==> config.mk <==
export PLATFORM = sky130hd
export DESIGN_NAME = win_pixel_addr
export DESIGN_NICKNAME = d
export VERILOG_FILES = /design/src/rtl/wpa_pkg.sv /design/src/rtl/wpa_bounds.sv /design/src/rtl/wpa_axis.sv /design/src/rtl/wpa_dirty.sv /design/src/rtl/win_pixel_addr.sv
export SDC_FILE = /design/constraint.sdc
export NUM_CORES = 1
export LEC_CHECK = 0
export ABC_AREA = 1
export BUFFER_PORTS_ARGS = -buffer_cell sky130_fd_sc_hd__buf_2
export CAP_MARGIN = 5
export CELL_PAD_IN_SITES_DETAIL_PLACEMENT = 1
export CELL_PAD_IN_SITES_GLOBAL_PLACEMENT = 1
export CORE_ASPECT_RATIO = 1.2
export CORE_MARGIN = 5
export CORE_UTILIZATION = 38
export DETAILED_ROUTE_END_ITERATION = 8
export HOLD_SLACK_MARGIN = 0.03
export PLACE_DENSITY = 0.85
export SETUP_SLACK_MARGIN = 0.02
export SLEW_MARGIN = 20
export SYNTH_ARGS = -nofsm -noshare
export SYNTH_HDL_FRONTEND = slang
export SYNTH_SLANG_ARGS = --single-unit
==> constraint.sdc <==
create_clock -name clk -period 2.1 [get_ports clk]
set_input_delay 0.105 -clock clk [delete_from_list [all_inputs] [get_ports clk]]
set_output_delay 0.105 -clock clk [all_outputs]
set_load 0.05 [all_outputs]
==> src/rtl/wpa_pkg.sv <==
// Package: shared types for the windowed pixel write addresser.
// Assumes nothing beyond standard SystemVerilog.
package wpa_pkg;
    // Pointer stepping order across the window.
    typedef enum logic {
        SCAN_HORIZ = 1'b0,
        SCAN_VERT  = 1'b1
    } scan_dir_e;
endpackage

==> src/rtl/wpa_bounds.sv <==
// Window bound register: captures column/row start and end on a load
// pulse and folds row values into the row range. Assumes
// ROWS > 2**(ROW_W-1), so one subtraction is enough to fold any input.
module wpa_bounds #(
    parameter int COL_W = 6,
    parameter int ROW_W = 7,
    parameter int ROWS  = 80
) (
    input  logic             clk,
    input  logic             rst_n,
    input  logic             load,
    input  logic [COL_W-1:0] col_lo_i,
    input  logic [COL_W-1:0] col_hi_i,
    input  logic [ROW_W-1:0] row_lo_i,
    input  logic [ROW_W-1:0] row_hi_i,
    output logic [ROW_W-1:0] row_lo_fold,
    output logic [COL_W-1:0] col_start,
    output logic [COL_W-1:0] col_end,
    output logic [ROW_W-1:0] row_start,
    output logic [ROW_W-1:0] row_end
);
    localparam logic [ROW_W-1:0] ROW_LIM  = ROW_W'(ROWS);
    localparam logic [ROW_W-1:0] ROW_LAST = ROW_W'(ROWS - 1);
    localparam logic [COL_W-1:0] COL_LAST = '1;

    logic [ROW_W-1:0] row_hi_fold;

    // Fold row bounds into 0..ROWS-1.
    always_comb begin
        row_lo_fold = (row_lo_i >= ROW_LIM) ? row_lo_i - ROW_LIM : row_lo_i;
        row_hi_fold = (row_hi_i >= ROW_LIM) ? row_hi_i - ROW_LIM : row_hi_i;
    end

    // Hold the window; reset opens it to the full memory.
    always_ff @(posedge clk) begin
        if (!rst_n) begin
            col_start <= '0;
            col_end   <= COL_LAST;
            row_start <= '0;
            row_end   <= ROW_LAST;
        end else if (load) begin
            col_start <= col_lo_i;
            col_end   <= col_hi_i;
            row_start <= row_lo_fold;
            row_end   <= row_hi_fold;
        end
    end
endmodule

==> src/rtl/wpa_axis.sv <==
// One window axis pointer: loads a start value, or steps by one and
// wraps to the start once it is at or past the end. A load has priority
// over a step. at_end tells the other axis when to carry.
module wpa_axis #(
    parameter int W = 6
) (
    input  logic         clk,
    input  logic         rst_n,
    input  logic         load,
    input  logic [W-1:0] load_val,
    input  logic         step,
    input  logic [W-1:0] start_val,
    input  logic [W-1:0] end_val,
    output logic [W-1:0] ptr,
    output logic         at_end
);
    // Wrap condition for this axis.
    always_comb at_end = (ptr >= end_val);

    // Pointer update: load, else step-with-wrap.
    always_ff @(posedge clk) begin
        if (!rst_n) begin
            ptr <= '0;
        end else if (load) begin
            ptr <= load_val;
        end else if (step) begin
            ptr <= at_end ? start_val : ptr + W'(1);
        end
    end
endmodule

==> src/rtl/wpa_dirty.sv <==
// Redraw flag: set by any write, cleared by a scan-out acknowledge.
// A write in the same cycle as an acknowledge wins.
module wpa_dirty (
    input  logic clk,
    input  logic rst_n,
    input  logic wr,
    input  logic ack,
    output logic dirty
);
    // Set/clear with write priority.
    always_ff @(posedge clk) begin
        if (!rst_n)   dirty <= 1'b0;
        else if (wr)  dirty <= 1'b1;
        else if (ack) dirty <= 1'b0;
    end
endmodule

==> src/rtl/win_pixel_addr.sv <==
// Top: windowed pixel memory write addresser. Issues a memory write in
// the same cycle as each byte strobe at col + row*ROW_BYTES, then steps
// the pointers through the programmed window in the chosen order.
// Assumes the memory accepts one write per cycle with no back-pressure.
module win_pixel_addr #(
    parameter int ROW_BYTES = 64,
    parameter int ROWS      = 80,
    parameter int DATA_W    = 8,
    localparam int COL_W    = $clog2(ROW_BYTES),
    localparam int ROW_W    = $clog2(ROWS),
    localparam int ADDR_W   = $clog2(ROW_BYTES * ROWS)
) (
    input  logic              clk,
    input  logic              rst_n,
    input  logic              byte_vld,
    input  logic [DATA_W-1:0] byte_in,
    input  logic              win_load,
    input  logic [COL_W-1:0]  col_lo,
    input  logic [COL_W-1:0]  col_hi,
    input  logic [ROW_W-1:0]  row_lo,
    input  logic [ROW_W-1:0]  row_hi,
    input  logic              vert_mode,
    input  logic              dirty_ack,
    output logic              mem_we,
    output logic [ADDR_W-1:0] mem_addr,
    output logic [DATA_W-1:0] mem_wdata,
    output logic              dirty
);
    import wpa_pkg::*;

    logic [COL_W-1:0] col_start_q, col_end_q, col_ptr;
    logic [ROW_W-1:0] row_start_q, row_end_q, row_ptr, row_lo_fold;
    logic             col_at_end, row_at_end;
    logic             col_step, row_step;
    scan_dir_e        dir;

    wpa_bounds #(.COL_W(COL_W), .ROW_W(ROW_W), .ROWS(ROWS)) u_bounds (
        .clk         (clk),
        .rst_n       (rst_n),
        .load        (win_load),
        .col_lo_i    (col_lo),
        .col_hi_i    (col_hi),
        .row_lo_i    (row_lo),
        .row_hi_i    (row_hi),
        .row_lo_fold (row_lo_fold),
        .col_start   (col_start_q),
        .col_end     (col_end_q),
        .row_start   (row_start_q),
        .row_end     (row_end_q)
    );

    // Choose which axis is inner; the outer one steps only on the inner wrap.
    always_comb begin
        dir = scan_dir_e'(vert_mode);
        if (dir == SCAN_VERT) begin
            row_step = byte_vld;
            col_step = byte_vld & row_at_end;
        end else begin
            col_step = byte_vld;
            row_step = byte_vld & col_at_end;
        end
    end

    wpa_axis #(.W(COL_W)) u_col (
        .clk       (clk),
        .rst_n     (rst_n),
        .load      (win_load),
        .load_val  (col_lo),
        .step      (col_step),
        .start_val (col_start_q),
        .end_val   (col_end_q),
        .ptr       (col_ptr),
        .at_end    (col_at_end)
    );

    wpa_axis #(.W(ROW_W)) u_row (
        .clk       (clk),
        .rst_n     (rst_n),
        .load      (win_load),
        .load_val  (row_lo_fold),
        .step      (row_step),
        .start_val (row_start_q),
        .end_val   (row_end_q),
        .ptr       (row_ptr),
        .at_end    (row_at_end)
    );

    // Same-cycle memory write port from the current pointers.
    always_comb begin
        mem_we    = byte_vld;
        mem_wdata = byte_in;
        mem_addr  = ADDR_W'(row_ptr) * ADDR_W'(ROW_BYTES) + ADDR_W'(col_ptr);
    end

    wpa_dirty u_dirty (
        .clk   (clk),
        .rst_n (rst_n),
        .wr    (byte_vld),
        .ack   (dirty_ack),
        .dirty (dirty)
    );
endmodule

== Word-level counts from Yosys, hierarchy flattened ==
Index checks and enable logic that the tools add are counted.

* Input port bits: 40
* Flip-flop bits (word level): 40
* Word-level logic and storage cells: 33

* Bitwise gates (word level): 2
* Add/sub/neg operators: 5
* Reductions and logical operators: 3
* Muxes and demuxes: 12
* $lt $le $gt $ge: 4

{| class="wikitable"
|+ Operators by type and width
! cell !! count
|-
| 7-bit two-way mux || 5
|-
| 6-bit two-way mux || 3
|-
| 7-bit >= comparator, second input constant || 2
|-
| 7-bit subtractor, second input constant || 2
|-
| 13-bit by 6-bit adder with 13-bit output || 1
|-
| 7-bit by 1-bit adder with 7-bit output, second input constant || 1
|-
| 7-bit >= comparator || 1
|-
| 6-bit by 1-bit adder with 6-bit output, second input constant || 1
|-
| 6-bit >= comparator || 1
|-
| 2-bit nonzero test || 3
|-
| 1-bit two-way mux || 4
|-
| 1-bit AND || 2
|}

== Logic depth before layout (Yosys ltp) ==
Gate-level depths: netlist of run 1.

* Depth after elaboration: 5
* Depth in mapped cells: 13
* Mapped depth without buffers: 13

== By module ==
Synthesis of run 1 repeated with hierarchy kept, for this count alone.

* Cells, all modules: 392
* Area total of the unflattened synthesis: 2678.8 um^2

{| class="wikitable"
|+ By module, submodules not included
! module !! cells an instance !! seq. area each (um^2) !! area an instance (um^2) !! instances
|-
| wpa_bounds || 164 || 520.5 || 1179.9 || 1
|-
| wpa_axis at u_row || 111 || 140.1 || 723.2 || 1
|-
| wpa_axis at u_col || 95 || 120.1 || 636.9 || 1
|-
| win_pixel_addr || 16 || 0.0 || 95.1 || 1
|-
| wpa_dirty || 6 || 20.0 || 43.8 || 1
|}

== Worst setup path before layout of run 1 ==
Ideal clock, no wire load.

* Path kind: register -> register
* Start: reg u_row.ptr[0]
* End: reg u_col.ptr[0]
* Setup slack: 0.191 ns
* Buffers on the path: 0
* Data arrival time: 1.797 ns
* Cell stages (with the launch flop): 13
* Library setup time: 0.112 ns
* Clock period less this slack: 1.909 ns
* Cells stage by stage: dfxtp_1 -> inv_1 -> ha_1 -> inv_1 -> nand2_1 -> nand2_1 -> nand2_1 -> nand2_2 -> nand4_4 -> nand2_4 -> nand2_1 -> nand2_1 -> nor2_1

* Word-level cells in the longest chain between the ends: 4

{| class="wikitable"
|+ RTL lines
! item !! line !! source
|-
| start, declared || wpa_axis.sv:14 || <nowiki>output logic [W-1:0] ptr,</nowiki>
|-
| start signal, assigned || wpa_axis.sv:25 || <nowiki>ptr <= load_val;</nowiki>
|-
| start signal, assigned || wpa_axis.sv:27 || <nowiki>ptr <= at_end ? start_val : ptr + W'(1);</nowiki>
|-
| 7-bit >= comparator || wpa_axis.sv:18 || <nowiki>always_comb at_end = (ptr >= end_val);</nowiki>
|-
| 1-bit AND || win_pixel_addr.sv:57 || <nowiki>col_step = byte_vld & row_at_end;</nowiki>
|-
| 1-bit two-way mux || win_pixel_addr.sv:55 || <nowiki>if (dir == SCAN_VERT) begin</nowiki>
|-
| 2-bit nonzero test (no line) || n/a ||
|-
| end signal, assigned || wpa_axis.sv:25 ||
|-
| end signal, assigned || wpa_axis.sv:27 ||
|-
| end, declared || wpa_axis.sv:14 ||
|}

Every way passes these cells.
A chain may end at the register's enable or synchronous reset.

== Worst setup path in the final report of run 1 ==
* Start: reg u_row.ptr[0]
* End: reg u_row.ptr[1]

* Word-level cells in the longest chain between the ends: 4
* Elaborated cells on any way between the ends: 5
* Those cells by class: add/sub (1); order compare (1); mux (3)

{| class="wikitable"
|+ RTL lines
! item !! line !! source
|-
| 7-bit by 1-bit adder with 7-bit output / 7-bit >= comparator (equally long branches) || wpa_axis.sv:27, wpa_axis.sv:18 ||
|-
| 7-bit two-way mux * || wpa_axis.sv:27 ||
|-
| 7-bit two-way mux * || wpa_axis.sv:26 || <nowiki>end else if (step) begin</nowiki>
|-
| 7-bit two-way mux * || wpa_axis.sv:24 || <nowiki>end else if (load) begin</nowiki>
|}

Mark *: on every way between the ends. The rest lies on a longest branch, timed or not. The select of a mux whose other input is x is not followed.

==> reports/results.txt, run 1 <==
Worst IR Drop VDD = 0.267 mV
library cells used by synthesis = 29
hold_sp = col_hi[3]
instance count of the mapped netlist = 383
ANT nets after route = 0
Worst EP arrival = 2.02 ns
DRC viols = 0
Worst slew margin = 0.491
Final Slew Violations = 0
R2R setup slack = 0.27 ns
top post-synthesis cells by count = 92 x nand2_1, 52 x inv_1, 44 x nor2_1, 40 x dfxtp_1, 35 x a21oi_1
Yosys top cell area share = 0.307
Crit. End Element = flip-flop
first-pass GRT wire length = 12,200 um
FMAX = 548 MHz
Synth Net Count = 442
DIE AREA = 8640 sq um
layout cells sized above 1 = 0.175
placed insts = 498
Detail Placement HPWL = 5440 um
Post-Syn Area per Cell = 6.82 sq um
Ant. Diodes = 0
setup violators final = 0
Crit path max-delay family = simple AND/OR/NAND/NOR gates
final net count = 481
I/O pin cnt = 63
GP Congestion = 0.838
Crit Reg-Reg Startpoint = u_row.ptr[0]
total power = 2.03 mW
sw frac = 0.366
Initial Util = 0.386
via/cell ratio = 4.93
initial antenna violation count = 0
Max Buffers Root-to-Sink = 2
pre-CTS setup slack = 0.276 ns
sequential power share = 0.430
RR Endpoint = u_row.ptr[1]
Synth Flop Type = dfxtp_1
Area growth, synth to finish = 13.8%
non-filler cells, final = 510
Power Density = 684 nW/um^2
Hold EP = u_bounds.col_end[3]
clock sinks = 40
Slew @ Worst Pin = 0.762 ns
Crit path largest cell delay = 0.38 ns
Die Wd = 85.7 um
Final Skew = 0.0109 ns
largest net degree at the start of global routing = 36
HP Class = input port to flip-flop
r2r worst-path depth = 12
fin crit share = 0.870
Congestion Overflow GR = 0
Max-cap violations = 0
die height = 101 um
Startpoint Class = flip-flop
Cell Area, Placed = 2840 sq um
worst hold path depth = 3
worst path cell trace = inv_1, ha_1, inv_1, nand2_1, nand2_1, nand2_1, nand2_2, nand2_2, nor2_1, a21oi_1, nor2_1, nor2_1
Clock Power Share = 0.268
Switch Pwr = 0.745 mW
number of global-route vias before repair = 2,605
outcome = finished, final reports clean
cell internal pwr = 1.29 mW
row count = 33
total wire length = 7090 um
Leak = 1.60 nW
Core Box Area = 6770 sq um
WL/cell = 13.9 um
RSZ-0062 raised after global routing = no
GRT Total Usage = 0.176
DRT iter0 DRCs = 139
count of input and output buffers = 46
CP Max Fanout = 6
#FFs+latches synth = 40
register area share after synthesis = 0.307
TritonCTS buffer count = 5
ys async rst share = 0
area leader, netlist = dfxtp_1
setup TNS = 0 ns
most numerous cell in the Yosys netlist = nand2_1
Final WS setup = 0.274 ns
minimum clock period = 1.83 ns
CTS H-tree lvls = 2
final instance area = 2970 sq um
final hold viol count = 0
Area contributors post-synth = dfxtp_1 31%, nand2_1 13%, ha_1 9.1%, inv_1 7.5%, a21oi_1 6.7%
synthesized area = 2610 sq um
Synth Warn # = 0
Clock transition at path regs = 0.08 ns
Worst Path Required = 2.29 ns
TritonCTS clock tree = yes
Pre-antenna DRT Iters = 4
combinational power share = 0.302
via count = 2,513
buffers inserted by post-CTS timing repair = 0
root buf cell = clkbuf_8
Clk Latency, worst-skew pair = 0.30 ns
Crit Path Class = flip-flop to flip-flop
Critical-path top delay cell = dfxtp_1
Buf+Inv Stages, Crit Path = 2
Post-synth EDFFs = 0
## cell families after synthesis
| logic type | synth area share |
|---|---|
| AND/OR/NAND/NOR | 0.329 |
| buffers and inverters | 0.131 |
| AO/OA/AOI/OAI | 0.119 |
| flip-flops | 0.307 |
| adder cells (fa/ha/maj) | 0.0910 |
| XOR/XNOR | 0.0235 |
## through the flow
step                hold WS [ns]  utilization
floorplan                  0.231            -
global placement           0.210        0.419
detailed placement         0.210        0.419
CTS                       0.0312        0.438
global route              0.0548        0.439
finish                    0.0278        0.439
## metal layers
metal,up-vias,GRT usage,wire length [um]
met5,-,0,0
met4,0,0.0706,159
met3,10,0.0286,267
met2,50,0.311,3530
met1,1169,0.211,3130
li1,1284,-,-
## worst max path at each step
stage	from	cells after the start	end	slack (ns)
floorplan	u_row.ptr[0]	12	u_col.ptr[0]	0.19
detailed placement	u_row.ptr[2]	9	u_col.ptr[5]	0.28
global placement	u_row.ptr[2]	9	u_col.ptr[0]	0.30
CTS	u_row.ptr[2]	9	u_row.ptr[1]	0.19
finish	u_row.ptr[0]	12	u_row.ptr[1]	0.27
global route	u_row.ptr[0]	12	u_row.ptr[1]	0.08
## repair_timing
action                                  CTS  global route
endpoints found under the setup margin    0             1
hold buffers                              4             0
resized for setup                         0             1
endpoints found under the hold margin     4             0
## cell type report
class                      instances  area, sq um
timing repair buffer              53          293
tap                               87          109
inverter                          54          205
fill                             927         3800
multi-input combinational        268         1470
clock inverter                     1         7.51
sequential                        40          802
clock buffer                       7         86.3
## worst reg2reg max path: stages (launching register included)
cell and delay, ns:
dfxtp_1 0.38, inv_1 0.11, ha_1 0.30, inv_1 0.05, nand2_1 0.04, nand2_1 0.05, nand2_1 0.06, nand2_2 0.18
nand2_2 0.14, nor2_1 0.15, a21oi_1 0.07, nor2_1 0.14, nor2_1 0.06
## cells in the final DEF (no fill, tap or decap), types with 2 or more instances in the layout
cell            n
a21oi_1        35
a21oi_4         2
buf_2          46
buf_4           3
clkbuf_8        6
dfxtp_1        39
dlygate4sd3_1   4
ha_1           19
inv_1          52
nand2_1        92
nand2_2         4
nand2_4         3
nand3_1        34
nand3_2         2
nand4_1         3
nand4_4         2
nor2_1         44
o21ai_0        15
xor2_1          6
## power by group through the flow
stage,clock network [mW],registers [mW],logic (mW)
2_1_floorplan,0,0.976,0.395
3_3_place_gp,0,0.887,0.588
3_5_place_dp,0,0.889,0.609
4_1_cts,0.566,0.873,0.624
5_1_grt,0.591,0.881,0.694
6_report,0.545,0.873,0.614
## registers in the layout, summed over array words and instances (netlist names)
name and flops:
u_bounds.row_start 7, u_bounds.col_start 6, u_dirty.dirty 1, u_row.ptr 7, u_bounds.row_end 7, u_bounds.col_end 6, u_col.ptr 6
Power figures use the tool's default switching activity.
==> run 2: changes to the inputs <==
--- a/config.mk
+++ b/config.mk
@@ -5,7 +5,6 @@
 export SDC_FILE = /design/constraint.sdc
 export NUM_CORES = 1
 export LEC_CHECK = 0
-export ABC_AREA = 1
 export BUFFER_PORTS_ARGS = -buffer_cell sky130_fd_sc_hd__buf_2
 export CAP_MARGIN = 5
 export CELL_PAD_IN_SITES_DETAIL_PLACEMENT = 1
@@ -15,9 +14,8 @@
 export CORE_UTILIZATION = 38
 export DETAILED_ROUTE_END_ITERATION = 8
 export HOLD_SLACK_MARGIN = 0.03
-export PLACE_DENSITY = 0.85
+export PLACE_DENSITY = 0.83
 export SETUP_SLACK_MARGIN = 0.02
-export SLEW_MARGIN = 20
 export SYNTH_ARGS = -nofsm -noshare
 export SYNTH_HDL_FRONTEND = slang
 export SYNTH_SLANG_ARGS = --single-unit
==> reports/results.txt, run 2 <==
Final Skew = 0.00519 ns (was 0.0109 ns)
Post-synth EDFFs = 0 (unchanged)
combinational power share = 0.295 (was 0.302)
die height = 97.0 um (was 101 um)
Crit Path Class = flip-flop to flip-flop (unchanged)
Congestion Overflow GR = 0 (unchanged)
#FFs+latches synth = 40 (unchanged)
Worst Path Required = 2.29 ns (about the same)
most numerous cell in the Yosys netlist = dfxtp_1 (was nand2_1)
Startpoint Class = flip-flop (unchanged)
# fillers = 786 (was 927)
area leader, netlist = dfxtp_1 (unchanged)
Crit. End Element = flip-flop (unchanged)
setup violators final = 0 (unchanged)
synthesized area = 2400 sq um (was 2610 sq um)
fin crit share = 0.962 (was 0.870)
Detail Placement HPWL = 4790 um (was 5440 um)
largest net degree at the start of global routing = 28 (was 36)
Worst IR Drop VDD = 0.267 mV (about the same)
number of global-route vias before repair = 2,304 (was 2,605)
count of input and output buffers = 46 (unchanged)
via count = 2,222 (was 2,513)
FMAX = 495 MHz (was 548 MHz)
TritonCTS clock tree = yes (unchanged)
TritonCTS buffer count = 5 (unchanged)
instance count of the mapped netlist = 294 (was 383)
Final Slew Violations = 0 (unchanged)
outcome = finished, final reports clean (unchanged)
hold_sp = col_hi[4] (was col_hi[3])
GRT Total Usage = 0.164 (was 0.176)
Yosys top cell area share = 0.334 (was 0.307)
non-filler cells, final = 418 (was 510)
CP Max Fanout = 7 (was 6)
final net count = 394 (was 481)
Max Buffers Root-to-Sink = 2 (unchanged)
r2r worst-path depth = 6 (was 12)
total wire length = 6410 um (was 7090 um)
Max-cap violations = 0 (unchanged)
initial antenna violation count = 0 (unchanged)
RSZ-0062 raised after global routing = no (unchanged)
Area growth, synth to finish = 18.7% (was 13.8%)
Core Box Area = 6090 sq um (was 6770 sq um)
DRC viols = 0 (unchanged)
first-pass GRT wire length = 10,700 um (was 12,200 um)
Crit Reg-Reg Startpoint = u_row.ptr[2] (was u_row.ptr[0])
layout cells sized above 1 = 0.253 (was 0.175)
Clock Power Share = 0.257 (was 0.268)
WL/cell = 15.3 um (was 13.9 um)
Worst EP arrival = 2.21 ns (was 2.02 ns)
Clock transition at path regs = 0.08 ns (about the same)
register area share after synthesis = 0.334 (was 0.307)
clock sinks = 40 (unchanged)
Die Wd = 82.5 um (was 85.7 um)
sw frac = 0.353 (was 0.366)
Post-Syn Area per Cell = 8.16 sq um (was 6.82 sq um)
root buf cell = clkbuf_8 (unchanged)
via/cell ratio = 5.32 (was 4.93)
Power Density = 688 nW/um^2 (was 684 nW/um^2)
total power = 1.96 mW (was 2.03 mW)
Synth Flop Type = dfxtp_1 (unchanged)
Synth Net Count = 353 (was 442)
Initial Util = 0.394 (was 0.386)
Worst slew margin = 0.650 (was 0.491)
sequential power share = 0.448 (was 0.430)
Synth Warn # = 0 (unchanged)
Area contributors post-synth = dfxtp_1 33%, ha_1 9.9%, a21oi_1 6.9%, nand2_1 5.9%, inv_1 3.8% (was dfxtp_1 31%, nand2_1 13%, ha_1 9.1%, inv_1 7.5%, a21oi_1 6.7%)
Switch Pwr = 0.692 mW (was 0.745 mW)
ANT nets after route = 0 (unchanged)
Ant. Diodes = 0 (unchanged)
WL met1 = 2900 um (was 3130 um)
setup TNS = 0 ns (unchanged)
HP Class = input port to flip-flop (unchanged)
I/O pin cnt = 63 (unchanged)
minimum clock period = 2.02 ns (was 1.83 ns)
commonest non-fill, non-tap cell in the layout = buf_2 (was nand2_1)
ys async rst share = 0 (unchanged)
Clk Latency, worst-skew pair = 0.30 ns (about the same)
top post-synthesis cells by count = 40 x dfxtp_1, 38 x nand2_1, 33 x a21oi_1, 24 x inv_1, 19 x ha_1 (was 92 x nand2_1, 52 x inv_1, 44 x nor2_1, 40 x dfxtp_1, 35 x a21oi_1)
met2 wire len = 3200 um (was 3530 um)
DIE AREA = 8010 sq um (was 8640 sq um)
DR WL met3 = 240 um (was 267 um)
CTS H-tree lvls = 2 (unchanged)
commonest non-fill, non-tap cells in the layout = 46 x buf_2, 38 x nand2_1, 31 x a21oi_1 (was 92 x nand2_1, 52 x inv_1, 46 x buf_2)
final hold viol count = 0 (unchanged)
Largest regs = u_bounds.row_end x7, u_bounds.row_start x7, u_row.ptr x7 (unchanged)
Slew @ Worst Pin = 0.520 ns (was 0.762 ns)
Top Metal Used = met4 (unchanged)
worst hold path depth = 3 (unchanged)
library cells used by synthesis = 42 (was 29)
DRT iter0 DRCs = 67 (was 139)
critical path launch point = u_row.ptr[2] (was u_row.ptr[0])
GP Congestion = 0.826 (was 0.838)
Pre-antenna DRT Iters = 4 (unchanged)
placed insts = 405 (was 498)
cell internal pwr = 1.27 mW (was 1.29 mW)
Leak = 1.28 nW (was 1.60 nW)
row count = 31 (was 33)
[run 2: cell types whose count changed after synthesis, sizes merged, moves of 9 or more]
cell	before	now
nand2	99	38
a311oi	0	9
o21ai	16	6
nor2	45	17
nand3	37	7
o211ai	1	11
inv	54	25
[run 2: final cells by class]
class	instances	area [sq um]	share of cell area
Clock buffer	6	72.6	0.0255
Inverter	25	93.8	0.0330
Clock inverter	2	11.3	0.00396
Multi-Input combinational cell	206	1430	0.501
Tap cell	82	103	0.0360
Timing Repair Buffer	57	318	0.112
Sequential cell	40	823	0.289
[run 2: layer usage]
layer  GRT usage  vias up
met5           0        -
met4      0.0478        0
met3      0.0316        7
met2       0.270       39
met1       0.213     1054
li1            -     1122
[run 2: logic make-up (layout without fill, tap and decap cells)]
family	after synthesis	after routing	share of synthesized area
XOR/XNOR	7	7	0.0256
flip-flops	40	40	0.334
AND/OR/NAND/NOR	81	81	0.150
multiplexers	11	11	0.0485
AO/OA/AOI/OAI	88	88	0.250
buffers and inverters	48	90	0.0928
adder cells (fa/ha/maj)	19	19	0.0991
[run 2: worst paths after layout]
check	slack, ns	end
max	0.08	u_col.ptr[5]
min	0.03	u_bounds.col_end[4]
min reg2reg	0.47	u_bounds.row_start[4]
max reg2reg	0.08	u_col.ptr[5]
[run 2: power groups by stage]
stage | clock network, mW | logic, mW | registers, mW
4_1_cts | 0.522 | 0.548 | 0.878
3_3_place_gp | 0 | 0.526 | 0.892
3_5_place_dp | 0 | 0.543 | 0.895
5_1_grt | 0.549 | 0.636 | 0.886
6_report | 0.504 | 0.577 | 0.877
2_1_floorplan | 0 | 0.335 | 0.983
[run 2: worst max-delay path: stages (launching register included)]
cell and delay [ns]:
dfxtp_4 0.37, ha_1 0.32, a21oi_2 0.15, o21ai_2 0.09, a2111o_1 0.52, and2_4 0.23, o221a_1 0.23
[run 2: what timing repair did]
| item | 4_1_cts | 5_1_grt |
|---|---|---|
| hold buffers | 2 | 0 |
| gates resized for setup | 0 | 13 |
| buffers inserted | 0 | 3 |
| endpoints found under the hold margin | 2 | 0 |
| setup endpoints to repair | 0 | 6 |
[run 2: through the flow]
| step | util | worst slack (ns) | cell area (sq um) | hold WS (ns) |
|---|---|---|---|---|
| floorplan | - | 0.0363 | 2420 | 0.222 |
| global placement | 0.439 | 0.0773 | 2670 | 0.210 |
| detailed placement | 0.439 | 0.0530 | 2670 | 0.210 |
| CTS | 0.456 | 0.0353 | 2780 | 0.0309 |
| global route | 0.467 | 0.00240 | 2850 | 0.0306 |
| finish | 0.467 | 0.0800 | 2850 | 0.0254 |
==> run 3: changes to the inputs <==
--- a/config.mk
+++ b/config.mk
@@ -11,10 +11,10 @@
 export CELL_PAD_IN_SITES_GLOBAL_PLACEMENT = 1
 export CORE_ASPECT_RATIO = 1.2
 export CORE_MARGIN = 5
-export CORE_UTILIZATION = 38
+export CORE_UTILIZATION = 35
 export DETAILED_ROUTE_END_ITERATION = 8
 export HOLD_SLACK_MARGIN = 0.03
-export PLACE_DENSITY = 0.83
+export PLACE_DENSITY = 0.81
 export SETUP_SLACK_MARGIN = 0.02
 export SYNTH_ARGS = -nofsm -noshare
 export SYNTH_HDL_FRONTEND = slang
==> constraint.sdc (replaced) <==
create_clock -name clk -period 1.85 [get_ports clk]
set_input_delay 0.0925 -clock clk [delete_from_list [all_inputs] [get_ports clk]]
set_output_delay 0.0925 -clock clk [all_outputs]
set_load 0.05 [all_outputs]
==> reports/results.txt, run 3 (same netlist as run 2, synthesis figures left out) <==
WL/cell = 20.6 um (was 15.3 um)
worst hold path depth = 3 (unchanged)
number of global-route vias before repair = 2,765 (was 2,304)
Final Skew = 0.0100 ns (was 0.00519 ns)
Final Slew Violations = 0 (unchanged)
ANT nets after route = 0 (unchanged)
total power = 2.77 mW (was 1.96 mW)
Hold WS = 0.0284 ns (was 0.0254 ns)
RR Endpoint = u_col.ptr[2] (was u_col.ptr[5])
combinational power share = 0.379 (was 0.295)
Initial Util = 0.354 (was 0.394)
Startpoint Class = flip-flop (unchanged)
Crit. End Element = flip-flop (unchanged)
minimum clock period = 1.98 ns (was 2.02 ns)
clock sinks = 40 (unchanged)
layout cells sized above 1 = 0.467 (was 0.253)
violated checks = setup timing
total wire length = 9350 um (was 6410 um)
outcome = complete, but fails checks (was finished, final reports clean)
Worst slew margin = 0.560 (was 0.650)
Worst Path Required = 2.06 ns (was 2.29 ns)
final hold viol count = 0 (unchanged)
I/O pin cnt = 63 (unchanged)
Hold EP = u_bounds.col_end[3] (was u_bounds.col_end[4])
Crit Reg-Reg Startpoint = u_row.ptr[2] (unchanged)
Pre-antenna DRT Iters = 6 (was 4)
sequential power share = 0.358 (was 0.448)
Ant. Diodes = 0 (unchanged)
placed insts = 430 (was 405)
Slew @ Worst Pin = 0.660 ns (was 0.520 ns)
R2R setup slack = -0.13 ns (was 0.08 ns)
TritonCTS buffer count = 5 (unchanged)
CTS H-tree lvls = 2 (unchanged)
setup TNS = -0.903 ns (was 0 ns)
Congestion Overflow GR = 0 (unchanged)
# fillers = 796 (was 786)
first-pass GRT wire length = 13,800 um (was 10,700 um)
largest net degree at the start of global routing = 23 (was 28)
die height = 101 um (was 97.0 um)
non-filler cells, final = 453 (was 418)
pre-CTS setup slack = -0.216 ns (was 0.0530 ns)
Clk Latency, worst-skew pair = 0.30 ns (about the same)
final instance area = 3550 sq um (was 2850 sq um)
fin crit share = 1.07 (was 0.962)
root buf cell = clkbuf_8 (unchanged)
FMAX = 504 MHz (was 495 MHz)
GRT Total Usage = 0.206 (was 0.164)
CP Max Fanout = 6 (was 7)
final net count = 424 (was 394)
HP Class = input port to flip-flop (unchanged)
Worst EP arrival = 2.19 ns (was 2.21 ns)
Final Util = 0.524 (was 0.467)
Area growth, synth to finish = 47.9% (was 18.7%)
Max Buffers Root-to-Sink = 2 (unchanged)
RSZ-0062 raised after global routing = yes (was no)
commonest non-fill, non-tap cells in the layout = 46 x buf_2, 36 x nand2_1, 29 x buf_4 (was 46 x buf_2, 38 x nand2_1, 31 x a21oi_1)
Die Wd = 85.6 um (was 82.5 um)
Worst IR Drop VDD = 0.291 mV (was 0.267 mV)
Largest regs = u_bounds.row_end x7, u_bounds.row_start x7, u_row.ptr x7 (unchanged)
Max-cap violations = 0 (unchanged)
DRC viols = 0 (unchanged)
DRT iter0 DRCs = 127 (was 67)
Power Density = 780 nW/um^2 (was 688 nW/um^2)
row count = 33 (was 31)
count of input and output buffers = 46 (unchanged)
setup violators final = 12 (was 0)
Leak = 1.52 nW (was 1.28 nW)
Crit Path Class = flip-flop to flip-flop (unchanged)
TritonCTS clock tree = yes (unchanged)
via/cell ratio = 5.61 (was 5.32)
commonest non-fill, non-tap cell in the layout = buf_2 (unchanged)
cell internal pwr = 1.77 mW (was 1.27 mW)
initial antenna violation count = 0 (unchanged)
Switch Pwr = 0.992 mW (was 0.692 mW)
via count = 2,540 (was 2,222)
Final WS setup = -0.132 ns (was 0.0800 ns)
sw frac = 0.359 (was 0.353)
r2r worst-path depth = 6 (unchanged)
Clock Power Share = 0.262 (was 0.257)
Clock transition at path regs = 0.08 ns (about the same)
Core Box Area = 6770 sq um (was 6090 sq um)
GP Congestion = 0.863 (was 0.826)
DIE AREA = 8620 sq um (was 8010 sq um)
Cell Area, Placed = 2910 sq um (was 2670 sq um)
Detail Placement HPWL = 5360 um (was 4790 um)
hold_sp = col_hi[3] (was col_hi[4])
run 3: cell types whose count changed in the layout (fill, tap and decap cells not counted), sizes merged:
cell         before  now
buf              55   82
dlygate4sd3       2    5
bufinv            0    1
clkinvlp          1    0
run 3: how the worst max path moves through the flow:
stage | startpoint | depth (start not counted) | slack (ns) | end
2_1_floorplan | u_row.ptr[0] | 8 | -0.14 | u_col.ptr[5]
3_3_place_gp | u_col.ptr[0] | 8 | -0.13 | u_col.ptr[4]
3_5_place_dp | u_bounds.col_end[3] | 7 | -0.22 | u_col.ptr[5]
4_1_cts | u_bounds.row_end[1] | 8 | 0.01 | u_col.ptr[5]
5_1_grt | u_bounds.col_end[5] | 9 | -0.18 | u_col.ptr[2]
6_report | u_row.ptr[2] | 6 | -0.13 | u_col.ptr[2]
run 3: what timing repair did:
| action | in CTS | in global routing |
|---|---|---|
| hold buffers | 5 | 0 |
| gates cloned | 0 | 0 |
| resized for setup | 59 | 24 |
| pin swaps | 17 | 16 |
| hold endpoints to repair | 5 | 0 |
| setup buffers | 4 | 6 |
| endpoints found under the setup margin | 13 | 13 |
run 3: metal layers:
layer | part of all wire | wire length (um) | vias up | track usage
li1 | - | - | 1177 | -
met1 | 0.40 | 3740 | 1249 | 0.216
met2 | 0.52 | 4840 | 82 | 0.373
met3 | 0.038 | 358 | 32 | 0.0303
met4 | 0.045 | 423 | 0 | 0.147
met5 | 0 | 0 | - | 0
run 3: power groups by stage:
| stage | Sequential [mW] | Combinational [mW] | Clock, mW |
|---|---|---|---|
| 3_5_place_dp | 0.995 | 0.747 | 0 |
| 2_1_floorplan | 1.12 | 0.404 | 0 |
| 3_3_place_gp | 0.990 | 0.716 | 0 |
| 4_1_cts | 0.982 | 0.922 | 0.732 |
| 5_1_grt | 0.998 | 1.10 | 0.772 |
| 6_report | 0.991 | 1.05 | 0.726 |
run 3: layout make-up:
cell class | instances | area [sq um] | share of cell area
flip-flops and latches | 40 | 841 | 0.237
clock buffers | 6 | 72.6 | 0.0205
multi-input cells | 206 | 1800 | 0.507
well taps | 87 | 109 | 0.0307
inverters | 25 | 98.8 | 0.0279
clock inverters | 2 | 35.0 | 0.00987
repair buffers | 87 | 594 | 0.167
run 3: worst max-delay path: stages (launching register included):
cell	delay (ns)
dfxtp_4	0.36
ha_4	0.25
a21oi_4	0.15
o21ai_2	0.11
a2111o_1	0.54
and2_4	0.22
a211oi_2	0.25
